File: config.mk
export PLATFORM = sky130hd
export DESIGN_NAME = tbl_access_seq
export DESIGN_NICKNAME = d
export VERILOG_FILES = /design/src/rtl/tbl_access_pkg.sv /design/src/rtl/tbl_decode.sv /design/src/rtl/tbl_ptr_unit.sv /design/src/rtl/tbl_seq_ctrl.sv /design/src/rtl/tbl_access_seq.sv
export SDC_FILE = /design/constraint.sdc
export NUM_CORES = 1
export LEC_CHECK = 0
export CAP_MARGIN = 20
export CORE_MARGIN = 1.5
export CORE_UTILIZATION = 65
export CTS_CLUSTER_SIZE = 30
export DETAILED_ROUTE_END_ITERATION = 8
export DONT_BUFFER_PORTS = 1
export PLACE_DENSITY = 0.81
export SYNTH_ARGS = -nofsm -noshare
export SYNTH_HDL_FRONTEND = slang
export SYNTH_SLANG_ARGS = --single-unit
File: constraint.sdc
create_clock -name clk -period 5.8 [get_ports clk]
set_input_delay 1.16 -clock clk [delete_from_list [all_inputs] [get_ports clk]]
set_output_delay 1.16 -clock clk [all_outputs]
set_load 0.01 [all_outputs]
File: src/rtl/tbl_access_pkg.sv
package tbl_access_pkg;
  localparam int INSN_W = 16;

  typedef enum logic [1:0] {
    MODE_HOLD     = 2'b00,
    MODE_POST_INC = 2'b01,
    MODE_POST_DEC = 2'b10,
    MODE_PRE_INC  = 2'b11
  } ptr_mode_e;

  typedef struct packed {
    logic      wr;
    ptr_mode_e mode;
  } tbl_op_t;

  typedef enum logic [1:0] {
    ST_IDLE = 2'b00,
    ST_C1   = 2'b01,
    ST_C2   = 2'b10
  } seq_state_e;
endpackage

File: src/rtl/tbl_decode.sv
module tbl_decode
  import tbl_access_pkg::*;
(
  input  logic [INSN_W-1:0] word_i,
  output logic              is_table_o,
  output tbl_op_t           op_o
);
  localparam int TOP_W = INSN_W - 4;

  always_comb begin
    is_table_o = (word_i[INSN_W-1:4] == TOP_W'(0)) && word_i[3];
    op_o.wr    = word_i[2];
    op_o.mode  = ptr_mode_e'(word_i[1:0]);
  end
endmodule

File: src/rtl/tbl_ptr_unit.sv
module tbl_ptr_unit
  import tbl_access_pkg::*;
#(
  parameter int ADDR_W = 21
) (
  input  logic              clk,
  input  logic              rst_n,
  input  logic              step_i,
  input  ptr_mode_e         mode_i,
  input  logic              ld_i,
  input  logic [ADDR_W-1:0] ld_data_i,
  output logic [ADDR_W-1:0] ptr_o,
  output logic [ADDR_W-1:0] addr_o
);
  logic [ADDR_W-1:0] ptr_q, ptr_inc, ptr_dec, ptr_nxt;

  assign ptr_inc = ptr_q + ADDR_W'(1);
  assign ptr_dec = ptr_q - ADDR_W'(1);

  always_comb begin
    unique case (mode_i)
      MODE_POST_INC, MODE_PRE_INC: ptr_nxt = ptr_inc;
      MODE_POST_DEC:               ptr_nxt = ptr_dec;
      default:                     ptr_nxt = ptr_q;
    endcase
  end

  assign addr_o = (mode_i == MODE_PRE_INC) ? ptr_inc : ptr_q;
  assign ptr_o  = ptr_q;

  always_ff @(posedge clk or negedge rst_n) begin
    if (!rst_n)      ptr_q <= '0;
    else if (step_i) ptr_q <= ptr_nxt;
    else if (ld_i)   ptr_q <= ld_data_i;
  end

  AST_PRE_ADDR_IS_NEW: assert property (@(posedge clk) disable iff (!rst_n)
    (step_i && mode_i == MODE_PRE_INC) |=> (ptr_q == $past(addr_o)));
endmodule

File: src/rtl/tbl_seq_ctrl.sv
module tbl_seq_ctrl
  import tbl_access_pkg::*;
(
  input  logic    clk,
  input  logic    rst_n,
  input  logic    insn_valid_i,
  input  logic    is_table_i,
  input  tbl_op_t op_i,
  input  logic    wr_start_i,
  input  logic    wr_term_i,
  output logic    insn_ready_o,
  output logic    busy_o,
  output logic    in_c1_o,
  output logic    in_c2_o,
  output logic    idle_o,
  output tbl_op_t op_o
);
  seq_state_e state_q, state_nxt;
  tbl_op_t    op_q;
  logic       busy_q, take;

  assign insn_ready_o = !busy_q && (state_q != ST_C1);
  assign take         = insn_valid_i && insn_ready_o && is_table_i;

  always_comb begin
    state_nxt = state_q;
    unique case (state_q)
      ST_IDLE: if (take) state_nxt = ST_C1;
      ST_C1:   state_nxt = ST_C2;
      ST_C2:   state_nxt = take ? ST_C1 : ST_IDLE;
      default: state_nxt = ST_IDLE;
    endcase
  end

  always_ff @(posedge clk or negedge rst_n) begin
    if (!rst_n) begin
      state_q <= ST_IDLE;
      op_q    <= '0;
      busy_q  <= 1'b0;
    end else begin
      state_q <= state_nxt;
      if (take) op_q <= op_i;
      if (busy_q && wr_term_i)                            busy_q <= 1'b0;
      else if (state_q == ST_C1 && op_q.wr && wr_start_i) busy_q <= 1'b1;
    end
  end

  assign busy_o  = busy_q;
  assign in_c1_o = (state_q == ST_C1);
  assign in_c2_o = (state_q == ST_C2);
  assign idle_o  = (state_q == ST_IDLE);
  assign op_o    = op_q;

  AST_BUSY_HOLDS: assert property (@(posedge clk) disable iff (!rst_n)
    (busy_q && !wr_term_i) |=> busy_q);
  AST_STALL_WHILE_BUSY: assert property (@(posedge clk) disable iff (!rst_n)
    busy_q |-> !insn_ready_o);
  AST_C1_THEN_C2: assert property (@(posedge clk) disable iff (!rst_n)
    (state_q == ST_C1) |=> (state_q == ST_C2));
endmodule

File: src/rtl/tbl_access_seq.sv
module tbl_access_seq
  import tbl_access_pkg::*;
#(
  parameter int ADDR_W = 21,
  parameter int DATA_W = 8
) (
  input  logic              clk,
  input  logic              rst_n,
  input  logic              insn_valid,
  output logic              insn_ready,
  input  logic [15:0]       insn_word,
  input  logic              ptr_ld_en,
  input  logic [ADDR_W-1:0] ptr_ld_data,
  input  logic              lat_ld_en,
  input  logic [DATA_W-1:0] lat_ld_data,
  output logic [ADDR_W-1:0] ptr_o,
  output logic [DATA_W-1:0] latch_o,
  output logic [ADDR_W-1:0] mem_addr,
  output logic              mem_rd,
  input  logic [DATA_W-1:0] mem_rdata,
  output logic              mem_wr,
  output logic [DATA_W-1:0] mem_wdata,
  input  logic              wr_start,
  input  logic              wr_term,
  output logic              busy
);
  logic              is_table, in_c1, in_c2, idle;
  tbl_op_t           dec_op, cur_op;
  logic [DATA_W-1:0] latch_q;

  tbl_decode u_dec (
    .word_i     (insn_word),
    .is_table_o (is_table),
    .op_o       (dec_op)
  );

  tbl_seq_ctrl u_ctrl (
    .clk          (clk),
    .rst_n        (rst_n),
    .insn_valid_i (insn_valid),
    .is_table_i   (is_table),
    .op_i         (dec_op),
    .wr_start_i   (wr_start),
    .wr_term_i    (wr_term),
    .insn_ready_o (insn_ready),
    .busy_o       (busy),
    .in_c1_o      (in_c1),
    .in_c2_o      (in_c2),
    .idle_o       (idle),
    .op_o         (cur_op)
  );

  tbl_ptr_unit #(.ADDR_W(ADDR_W)) u_ptr (
    .clk       (clk),
    .rst_n     (rst_n),
    .step_i    (in_c1),
    .mode_i    (cur_op.mode),
    .ld_i      (ptr_ld_en && idle),
    .ld_data_i (ptr_ld_data),
    .ptr_o     (ptr_o),
    .addr_o    (mem_addr)
  );

  always_ff @(posedge clk or negedge rst_n) begin
    if (!rst_n)                    latch_q <= '0;
    else if (in_c2 && !cur_op.wr)  latch_q <= mem_rdata;
    else if (lat_ld_en && idle)    latch_q <= lat_ld_data;
  end

  assign latch_o   = latch_q;
  assign mem_rd    = in_c1 && !cur_op.wr;
  assign mem_wr    = in_c1 &&  cur_op.wr;
  assign mem_wdata = latch_q;

  AST_STROBE_AFTER_TAKE: assert property (@(posedge clk) disable iff (!rst_n)
    (insn_valid && insn_ready && is_table) |=> (mem_rd ^ mem_wr));
  AST_HOLD_MODE_KEEPS_PTR: assert property (@(posedge clk) disable iff (!rst_n)
    (in_c1 && cur_op.mode == MODE_HOLD) |=> $stable(ptr_o));
  AST_WRITE_KEEPS_LATCH: assert property (@(posedge clk) disable iff (!rst_n)
    mem_wr |=> $stable(latch_o));
  AST_READ_NO_BUSY: assert property (@(posedge clk) disable iff (!rst_n)
    (mem_rd && !busy) |=> !busy);
  AST_NO_STROBE_BUSY: assert property (@(posedge clk) disable iff (!rst_n)
    busy |-> !(mem_rd || mem_wr));
endmodule

Word level (Yosys, flattened, before mapping)
Cells that the tools add are included.
- register bits after elaboration: 35
- latch bits: 0
- RAM bits: 0
- memory bits (read-only): 0
- bits of input ports: 60
- logic and storage cells: 47
- memories kept: 0
- add/subtract/negate cells: 2
- multiply operators: 0
- divide/modulo/power cells: 0
- order comparisons: 0
- equality and inequality tests: 8
- shifts and indexed selects: 0
- muxes and demuxes: 11
- bitwise operators: 0
- reductions and logical operators: 20
- operators with widths (operator ; number):
    2-to-1 mux 21 bit ; 3
    one-hot mux 21 bit (2 select lines) ; 1
    adder 21 x 1 -> 21 bit (second input constant) ; 1
    subtractor 21 x 1 -> 21 bit (second input constant) ; 1
    2-to-1 mux 8 bit ; 2
    zero test 12 bit ; 1
    logical AND 1 bit ; 11
    equality test 2 bit (second input constant) ; 3
    one-hot mux 2 bit (3 select lines) ; 1
    nonzero test 2 bit ; 3
    equality test 2 x 1 -> 1 bit (second input constant) ; 2
    inequality test 2 x 1 -> 1 bit (second input constant) ; 2
    2-to-1 mux 1 bit ; 3
    inequality test 3 x 1 -> 1 bit (second input constant) ; 1
    zero test 1 bit ; 2
    zero test 2 bit ; 1
    2-to-1 mux 2 bit ; 1
    AND reduction 2 bit ; 1
    OR reduction 2 bit ; 1

Longest topological paths before layout
Gate-level depths: netlist of run 1.
- word-level depth: 6
- gate-level depth with buffers: 8

Cells and area by module
A second synthesis of run 1 with hierarchy kept.
- cells, all modules: 364
- area total of the unflattened synthesis: 3007.9 um^2
- modules (own cells, without submodules) (module ; instances ; cells an instance ; area each (um^2) ; sequential area each (um^2)):
    tbl_ptr_unit ; 1 ; 279 ; 2110.8 ; 525.5
    tbl_access_seq ; 1 ; 58 ; 568.0 ; 200.2
    tbl_seq_ctrl ; 1 ; 19 ; 274.0 ; 150.1
    tbl_decode ; 1 ; 8 ; 55.1 ; 0.0

Least setup slack after synthesis of run 1
No wires, ideal clock.
- path type: flip-flop to output port
- from: reg u_ptr.ptr_q[15], in the netlist u_ptr.ptr_o[15]
- to: out mem_addr[20]
- arrival time: 1.597 ns
- required time: 4.640 ns
- path slack: 3.043 ns
- stages on the path, launching flop included: 6
- cells stage by stage: dfrtp_1 buf_2 nand4_1 or4_1 nor2_1 xor2_1
- longest elaborated chain between the ends: 2
- RTL lines (item ; line ; source):
    from (decl) ; tbl_ptr_unit.sv:15 ; logic [ADDR_W-1:0] ptr_q, ptr_inc, ptr_dec, ptr_nxt;
    from (signal assigned) ; tbl_ptr_unit.sv:33 ; else if (step_i) ptr_q <= ptr_nxt;
    from (signal assigned) ; tbl_ptr_unit.sv:34 ; else if (ld_i) ptr_q <= ld_data_i;
    adder 21 x 1 -> 21 bit ; tbl_ptr_unit.sv:17 ; assign ptr_inc = ptr_q + ADDR_W'(1);
    2-to-1 mux 21 bit ; tbl_ptr_unit.sv:28 ; assign addr_o = (mode_i == MODE_PRE_INC) ? ptr_inc : ptr_q;
    to (decl) ; tbl_access_seq.sv:18 ; output logic [ADDR_W-1:0] mem_addr,
Every way passes these cells.

Worst setup path in the final report of run 1
- from: reg u_ptr.ptr_q[13], in the netlist u_ptr.ptr_o[13]
- to: out mem_addr[20]
The elaborated chain is that of the path after synthesis.

==> results of run 1 <==
==> cells in the mapped netlist, types with 3 or more instances <==
master	instances
nand2_1	41
dfrtp_1	35
nor2_1	33
o21ai_0	21
xor2_1	16
clkbuf_1	15
nand3_1	13
nand4_1	13
a21oi_1	12
buf_4	12
nor3_1	11
xnor2_1	11
buf_2	10
mux2i_1	10
a2bb2oi_1	7
o22ai_1	7
inv_1	6
nor4_1	6
o32ai_1	5
or3_1	5
a31oi_1	4
mux2_2	4
a22oi_1	3
buf_1	3
nor3b_1	3
==> power groups by stage <==
| stage | sequential (W) | clock [W] | combinational (W) |
|---|---|---|---|
| 2_1_floorplan | 0.000292 | 0 | 0.000114 |
| 3_3_place_gp | 0.000325 | 0 | 0.0000838 |
| 3_5_place_dp | 0.000327 | 0 | 0.0000863 |
| 4_1_cts | 0.000322 | 0.000234 | 0.0000869 |
| 5_1_grt | 0.000328 | 0.000243 | 0.0000970 |
| 6_report | 0.000322 | 0.000235 | 0.0000872 |
==> metrics by stage <==
step	worst slack [ns]	power, W
floorplan	3.04	0.000406
global placement	2.76	0.000409
detailed placement	2.68	0.000413
CTS	2.35	0.000642
global route	2.15	0.000668
finish	2.35	0.000644
==> logic make-up after synthesis <==
family	synth area share (%)
buffers and inverters	8.12
DFF	30.9
xor gates and xnor gates	8.34
and+or+nand+nor	28.1
AOI/OAI and AO/OA	18.6
adders and majority gates	0.882
muxes	5.12
==> final timing paths <==
kind	end	slack, ns	cells after the start	start
worst max-delay path	mem_addr[20]	2.35	4	u_ptr.ptr_o[13]
worst min-delay path	latch_o[6]	0.55	0	rst_n
worst max register to register	u_ptr.ptr_o[19]	3.17	7	u_ctrl.state_q[0]
worst min register to register	u_ctrl.op_o[2]	0.58	1	u_ctrl.op_o[2]
max in group asynchronous	u_ptr.ptr_o[0]	5.17	0	rst_n
min in group clk	u_ctrl.op_o[2]	0.58	1	u_ctrl.op_o[2]
==> metal layers <==
metal | wire, um | share of wire [%]
met1 | 3060 | 42
met3 | 698 | 9.6
met2 | 3460 | 47
met4 | 84 | 1.2
met5 | 0 | 0
==> layout make-up <==
type,instances,area (um2),area share (%)
Tap cell,50,62.6,2.20
Clock inverter,3,47.5,1.68
Sequential cell,35,876,30.9
Multi-Input combinational cell,271,1730,61.0
Inverter,6,22.5,0.794
Clock buffer,5,68.8,2.43
Timing Repair Buffer,4,30.0,1.06
==> sequential cells by signal, indices dropped and copies added, names as in the netlist <==
signal	cells
latch_o	8
u_ctrl.op_o	3
u_ptr.ptr_o	21
u_ctrl.state_q	2
u_ctrl.busy_o	1
==> worst max-delay path, cell delays in order (launching register included) <==
cell and delay (ns):
dfrtp_1 0.69, nand4_1 0.29, or4_1 0.60, nor2_1 0.13
xor2_1 0.28
==> impl_metrics.tcl, run 1 <==
set metrics [dict create \
    path_class "flip-flop to output pin" \
    track_usage_pct 30.1 \
    drive_above_1_share_pct 8.64 \
    dp_hpwl_um 5080 \
    fill_cells 347 \
    core_area_um2 4090 \
    cts_inserted_buffers 5 \
    die_x_um 69.1 \
    ys_seq_elements 35 \
    hold_ws_ns 0.548 \
    die_y_um 69.1 \
    io_buffers 0 \
    grt_pass1_vias 2340 \
    path_clk_slew_ns 0.08 \
    crit_fanout 16 \
    rsz0062_at_grt "false" \
    vias 2630 \
    clock-root-buffer "clkbuf_8" \
    drt-total-wl_um 7300 \
    rows 23 \
    pwr-share-clk_pct 36.4 \
    drc 0 \
    finalHoldViolations 0 \
    setup_violations 0 \
    cts.htree.levels 2 \
    die_area_um2 4770 \
    drtIter0Drc 276 \
    seqPwrFrac_pct 50.0 \
    cts_sinks 35 \
    gr-max-usage-layer "met2" \
    power_density_nw_per_um2 227 \
    final_common_cell "nand2_1" \
    syn_nets 414 \
    power.internal_w 0.000433 \
    p_leak_nw 1.06 \
    final_area_um2 2840 \
    fin_crit_sh_pct 59.4 \
    via_per_inst 7.03 \
    area_growth_pct 0.0441 \
    netlist.area_leader.share_pct 30.9 \
    gp_congestion 0.900 \
    async_reset_ff_share_pct 100 \
    pin_count 122 \
    maxSlewViolCount 0 \
    clk_latency_ns 0.29 \
    outcome "finished clean" \
    synth_cell_type_count 58 \
    avgSynthCellArea_um2 8.06 \
    ys.flop_type "dfrtp_1" \
    clock_path_buffers 2 \
    fmax_mhz 290 \
    comb_power_share_pct 13.5 \
    final.min_clock_period_ns 3.45 \
    grt_antenna_before_repair 0 \
    p_switching_w 0.000212 \
    worst_pin_slew_ns 0.923 \
    required_ns 4.64 \
    min_path_type "primary input to asynchronous set/reset pin" \
    cap_violations 0 \
    ctsHoldBuffers 0 \
    tns_ns 0 \
    drt-wirelength-per-cell_um 19.5 \
    slew_headroom_pct 37.8 \
    yosysSeqAreaShare_pct 30.9 \
    tritoncts "built" \
    yosysTopAreaCell "dfrtp_1" \
    cts_resized 0 \
    diodes 0 \
    grt_max_degree 36 \
    met1_usage_pct 42.3 \
    placedCellCount 366 \
    ant_nets 0 \
    finClkSkew_ns 0.00521 \
    crit_arrival_ns 2.29 \
    synthCells 352 \
    synthTopCellsByArea "dfrtp_1, nand2_1, xor2_1" \
    syn_area_um2 2840 \
    most-common-layout-cells "nand2_1, dfrtp_1, nor2_1" \
    synth_edf_count 0 \
    grt_first_pass_wirelength_um 11900 \
    first_pass_iters 5 \
    fin_cells 374 \
    utilization_pct 69.4 \
    dpl_cell_area_um2 2720 \
    start_kind "flip-flop" \
    cp-end-kind "output pin" \
    grt_overflow_total 0 \
    use_met2_pct 45.7 \
    peakVddDrop_mv 0.154 \
    sw_frac_of_total_pct 32.8 \
    cts_setup_buffers 0 \
    grtUsageMet3_pct 6.73 \
    start_util_pct 69.4 \
    final_nets 385 \
    ys_warn_count 0 \
]
No activity file was read; power rests on OpenSTA's default activity.
==> run 2: changes to the inputs <==
- CORE_UTILIZATION: 65 -> 64
- PLACE_DENSITY: 0.81 -> 0.8
- clock period: 5.8 -> 3.55 ns (I/O delays scaled with it)
==> run 2 against run 1 <==
Compared with the run above:
- non-clock buffer count increased by 2
- clock skew increased by 0.0029 ns
- utilization decreased by 3.6 points
- hold slack got worse by 0.46 ns
- total power increased by 51%
- combinational power increased by 71%
- global-route usage increased by 0.61 points
- sequential share of layout area increased by 0.11 points
- first-iteration DRC count decreased by 17%
- wire length increased by 0.79%
==> impl_metrics.tcl, run 2 (synthesized netlist as in run 1, its figures left out) <==
set metrics [dict create \
    die_area_um2 4840 \
    start_util_pct 66.1 \
    outcome "finished clean" \
    maxSlewViolCount 0 \
    final_nets 387 \
    pin_count 122 \
    fin_cells 378 \
    drt-total-wl_um 7360 \
    io_buffers 0 \
    grt_first_pass_wirelength_um 11900 \
    path_clk_slew_ns 0.08 \
    drc 0 \
    rsz0062_at_grt "false" \
    drt-wirelength-per-cell_um 19.5 \
    start_kind "flip-flop" \
    cp-end-kind "output pin" \
    p_leak_nw 1.05 \
    ctsHoldBuffers 0 \
    tns_ns 0 \
    largest_register_ffs 21 \
    clock_path_buffers 2 \
    dp_hpwl_um 5110 \
    fill_cells 372 \
    grt_antenna_before_repair 0 \
    placedCellCount 370 \
    core_area_um2 4290 \
    ant_nets 0 \
    first_pass_iters 5 \
    fmax_mhz 333 \
    power_density_nw_per_um2 344 \
    cts.htree.levels 2 \
    vias 2662 \
    most-common-layout-cells "nand2_1, dfrtp_1, nor2_1" \
    via_per_inst 7.04 \
    area_growth_pct -0.309 \
    worst_pin_slew_ns 0.966 \
    rows 24 \
    drive_above_1_share_pct 9.20 \
    tritoncts "built" \
    final.min_clock_period_ns 3.00 \
    cap_violations 0 \
    grt_overflow_total 0 \
    required_ns 2.84 \
    crit_arrival_ns 2.29 \
    cts_sinks 35 \
    regArea_um2 876 \
    track_usage_pct 30.7 \
    min_path_type "primary input to asynchronous set/reset pin" \
    grt_max_degree 36 \
    crit_fanout 10 \
    dpl_cell_area_um2 2740 \
    final_common_cell "nand2_1" \
    clk_latency_ns 0.30 \
    path_class "flip-flop to output pin" \
    cts_setup_buffers 0 \
    cts_resized 0 \
    peakVddDrop_mv 0.192 \
    setup_violations 0 \
    grt_pass1_vias 2393 \
    die_x_um 69.6 \
    finClkSkew_ns 0.00810 \
    diodes 0 \
    finalHoldViolations 0 \
    clock-root-buffer "clkbuf_8" \
    final_area_um2 2830 \
    multi_input_area_um2 1730 \
    slew_headroom_pct 34.9 \
    drtIter0Drc 229 \
    cts_inserted_buffers 5 \
    fin_crit_sh_pct 84.6 \
    gp_congestion 0.926 \
    utilization_pct 65.9 \
    power_w 0.000972 \
    die_y_um 69.6 \
]
-- run 2: changes by cell type in the layout (fill, tap and decap cells not counted), sizes merged --
cell,before,now
clkinvlp,0,2
bufinv,1,0
inv,7,6
buf,4,6
-- run 2: worst max-delay path, stage by stage, from the launching register on --
cell and delay [ns]:
dfrtp_1 0.60, nand4_1 0.32, nor3_1 0.40, nand3_1 0.24
nor2_1 0.19, xor2_1 0.26
-- run 2: worst paths after layout --
check	startpoint	end	slack, ns	depth (start not counted)
worst max-delay path	u_ptr.ptr_o[0]	mem_addr[15]	0.55	5
worst min register to register	u_ctrl.op_o[2]	u_ctrl.op_o[2]	0.57	1
max in group asynchronous	rst_n	u_ptr.ptr_o[8]	3.37	0
min in group clk	wr_term	u_ctrl.busy_o	0.51	1
worst max register to register	u_ptr.ptr_o[0]	u_ptr.ptr_o[20]	1.20	7
worst min-delay path	rst_n	latch_o[0]	0.09	0
-- run 2: stage by stage --
stage / hold slack [ns] / worst slack (ns)
after CTS: 0.0915 / 0.608
final: 0.0899 / 0.546
after global placement: 0.415 / 0.992
after global routing: 0.0752 / 0.389
after floorplan: 0.414 / 1.24
after detailed placement: 0.415 / 0.938
-- run 2: per-layer routing --
metal	part of all wire (%)	global-route usage, %
met1	42	41.8
met2	47	47.1
met3	9.0	9.16
met4	1.7	9.59
met5	0	0
-- run 2: cell type report --
| type | count | area share (%) |
|---|---|---|
| clock buffers | 5 | 2.43 |
| clock inverters | 3 | 0.708 |
| inverters | 6 | 0.796 |
| multi-input cells | 271 | 61.2 |
| flip-flops and latches | 35 | 31.0 |
| well taps | 52 | 2.30 |
| repair buffers | 6 | 1.59 |
-- run 2: power by group --
part	switching, W	total, W	internal (W)
logic	0.0000818	0.000149	0.0000667
clock network	0.000164	0.000300	0.000137
registers	0.0000944	0.000523	0.000429
total	0.000340	0.000972	0.000632
==> run 3: changes to the inputs <==
- CORE_UTILIZATION: 64 -> 58
- PLACE_DENSITY: 0.8 -> 0.76
- clock period: 3.55 -> 2.4 ns (I/O delays scaled with it)
==> run 3 against run 2 <==
Compared with the run above:
- utilization rose by 2.8 points
- final area rose by 15%
- flip-flop and latch count did not move
- wire length rose by 7.3%
- critical path depth rose by 1
- clock skew fell by 0.0013 ns
- sequential share of layout area fell by 3.9 points
- count of clock-buffer cells in the layout rose by 1
- non-clock buffer count rose by 32
- critical endpoint is now mem_addr[16]
==> impl_metrics.tcl, run 3 (synthesized netlist as in run 1, its figures left out) <==
set metrics [dict create \
    outcome "finished clean" \
    use_met2_pct 50.6 \
    power_density_nw_per_um2 478 \
    die_area_um2 5320 \
    dp_hpwl_um 5730 \
    track_usage_pct 29.5 \
    maxSlewViolCount 0 \
    start_kind "flip-flop" \
    grt_first_pass_wirelength_um 12200 \
    grtUsageMet3_pct 6.91 \
    drive_above_1_share_pct 23.7 \
    utilization_pct 68.6 \
    power.internal_w 0.00102 \
    crit_fanout 4 \
    finClkSkew_ns 0.00676 \
    core_area_um2 4720 \
    clk_latency_ns 0.29 \
    min_path_type "primary input to asynchronous set/reset pin" \
    power_w 0.00155 \
    gp_congestion 0.911 \
    io_buffers 0 \
    met1_usage_pct 37.3 \
    path_buf_inv 0 \
    path_class "flip-flop to output pin" \
    path_clk_slew_ns 0.08 \
    drc 0 \
    slew_headroom_pct 43.2 \
    die_y_um 72.9 \
    die_x_um 72.9 \
    final_nets 419 \
    tritoncts "built" \
    crit_arrival_ns 1.86 \
    sw_frac_of_total_pct 34.2 \
    rows 25 \
    pin_count 122 \
    p_switching_w 0.000530 \
    grt_pass1_vias 2579 \
    first_pass_iters 5 \
    critPathMaxStageDelay_ns 0.37 \
    comb_power_share_pct 23.9 \
    grt_overflow_total 0 \
    fin_cells 425 \
    vias 2793 \
    required_ns 1.92 \
    via_per_inst 6.57 \
    cts.htree.levels 2 \
    clock_path_buffers 2 \
    drt-total-wl_um 7900 \
    cts_sinks 35 \
    drt-wirelength-per-cell_um 18.6 \
    grt_antenna_before_repair 0 \
    cts_inserted_buffers 5 \
    final_common_cell "nand2_1" \
    finalHoldViolations 0 \
    final.min_clock_period_ns 2.34 \
    clock-root-buffer "clkbuf_8" \
    fill_cells 377 \
    drtIter0Drc 257 \
    fin_crit_sh_pct 97.4 \
    worst_pin_slew_ns 0.842 \
    ant_nets 0 \
    pwr-share-clk_pct 30.4 \
    seqPwrFrac_pct 45.7 \
    fmax_mhz 428 \
    most-common-layout-cells "nand2_1, buf_4, dfrtp_1" \
    cp-end-kind "output pin" \
    rsz0062_at_grt "true" \
    cap_violations 0 \
    p_leak_nw 1.24 \
    peakVddDrop_mv 0.280 \
    grt_max_degree 36 \
    setup_violations 0 \
    gr-max-usage-layer "met2" \
    critical_path.top_delay_family "simple AND/OR/NAND/NOR gates" \
    cp_slowest_cell "dfrtp_1" \
    placedCellCount 412 \
    area_growth_pct 14.3 \
    crit_chain "ha_2 -> nand4_1 -> nor2_2 -> nand4_1 -> nor3_2 -> xor2_1" \
    diodes 0 \
    crit_top_cell "nand4_1" \
    start_util_pct 60.1 \
    largest_register_ffs 21 \
    hold_ws_ns 0.00968 \
]
-- run 3: changes by cell type in the layout (fill, tap and decap cells not counted), sizes merged --
cell / previous run / this run
buf: 6 / 38
clkinvlp: 2 / 1
clkbuf: 5 / 6
-- run 3: layer usage --
| metal | up-vias | part of all wire (%) |
|---|---|---|
| li1 | 1280 | - |
| met1 | 1335 | 39 |
| met2 | 166 | 50 |
| met3 | 12 | 9.5 |
| met4 | 0 | 1.3 |
| met5 | - | 0 |
-- run 3: power by group through the flow --
stage | registers (W) | logic [W] | clock network, W
finish | 0.000707 | 0.000371 | 0.000471
global route | 0.000715 | 0.000406 | 0.000502
CTS | 0.000705 | 0.000357 | 0.000479
detailed placement | 0.000718 | 0.000332 | 0
global placement | 0.000715 | 0.000327 | 0
floorplan | 0.000706 | 0.000275 | 0
-- run 3: layout make-up --
cell class              instances  area, um2  area share [%]
clock inverters                 2       16.3           0.502
multi-input cells             271       1860            57.4
clock buffers                   6       82.6            2.55
inverters                       6       22.5           0.695
repair buffers                 38        298            9.19
flip-flops and latches         35        878            27.1
well taps                      67       83.8            2.59
-- run 3: final timing paths --
| path | from | slack, ns | to | depth (start not counted) |
|---|---|---|---|---|
| worst max-delay path | u_ptr.ptr_o[1] | 0.06 | mem_addr[16] | 6 |
| worst min-delay path | rst_n | 0.01 | u_ptr.ptr_o[15] | 1 |
| worst max register to register | u_ptr.ptr_o[0] | 0.14 | u_ptr.ptr_o[12] | 9 |
| worst min register to register | u_ctrl.busy_o | 0.56 | u_ctrl.busy_o | 1 |
| max in group asynchronous | rst_n | 2.18 | u_ptr.ptr_o[9] | 1 |
| min in group clk | wr_term | 0.27 | u_ctrl.busy_o | 1 |
-- run 3: worst register-to-register path: stages (launching register included) --
cell and delay, ns:
dfrtp_1 0.40, buf_4 0.15, buf_4 0.16, inv_1 0.06
ha_1 0.17, or4b_4 0.49, nor3b_4 0.26, a32oi_2 0.16
a21oi_1 0.17, a2bb2oi_1 0.17
-- run 3: timing repair --
| action | 4_1_cts | 5_1_grt |
|---|---|---|
| endpoints found under the hold margin | 35 | 0 |
| pin swaps | 5 | 7 |
| setup buffers | 3 | 1 |
| cloned | 0 | 0 |
| gates resized for setup | 7 | 21 |
| hold buffers | 1 | 0 |
| setup endpoints to repair | 6 | 13 |
-- run 3: through the flow --
stage	setup TNS, ns	cell area [um2]	setup slack [ns]
CTS	-0.0261	3120	-0.0261
detailed placement	0	2960	0.204
floorplan	0	2840	0.323
finish	0	3240	0.0617
global route	-0.123	3240	-0.0362
global placement	0	2960	0.280
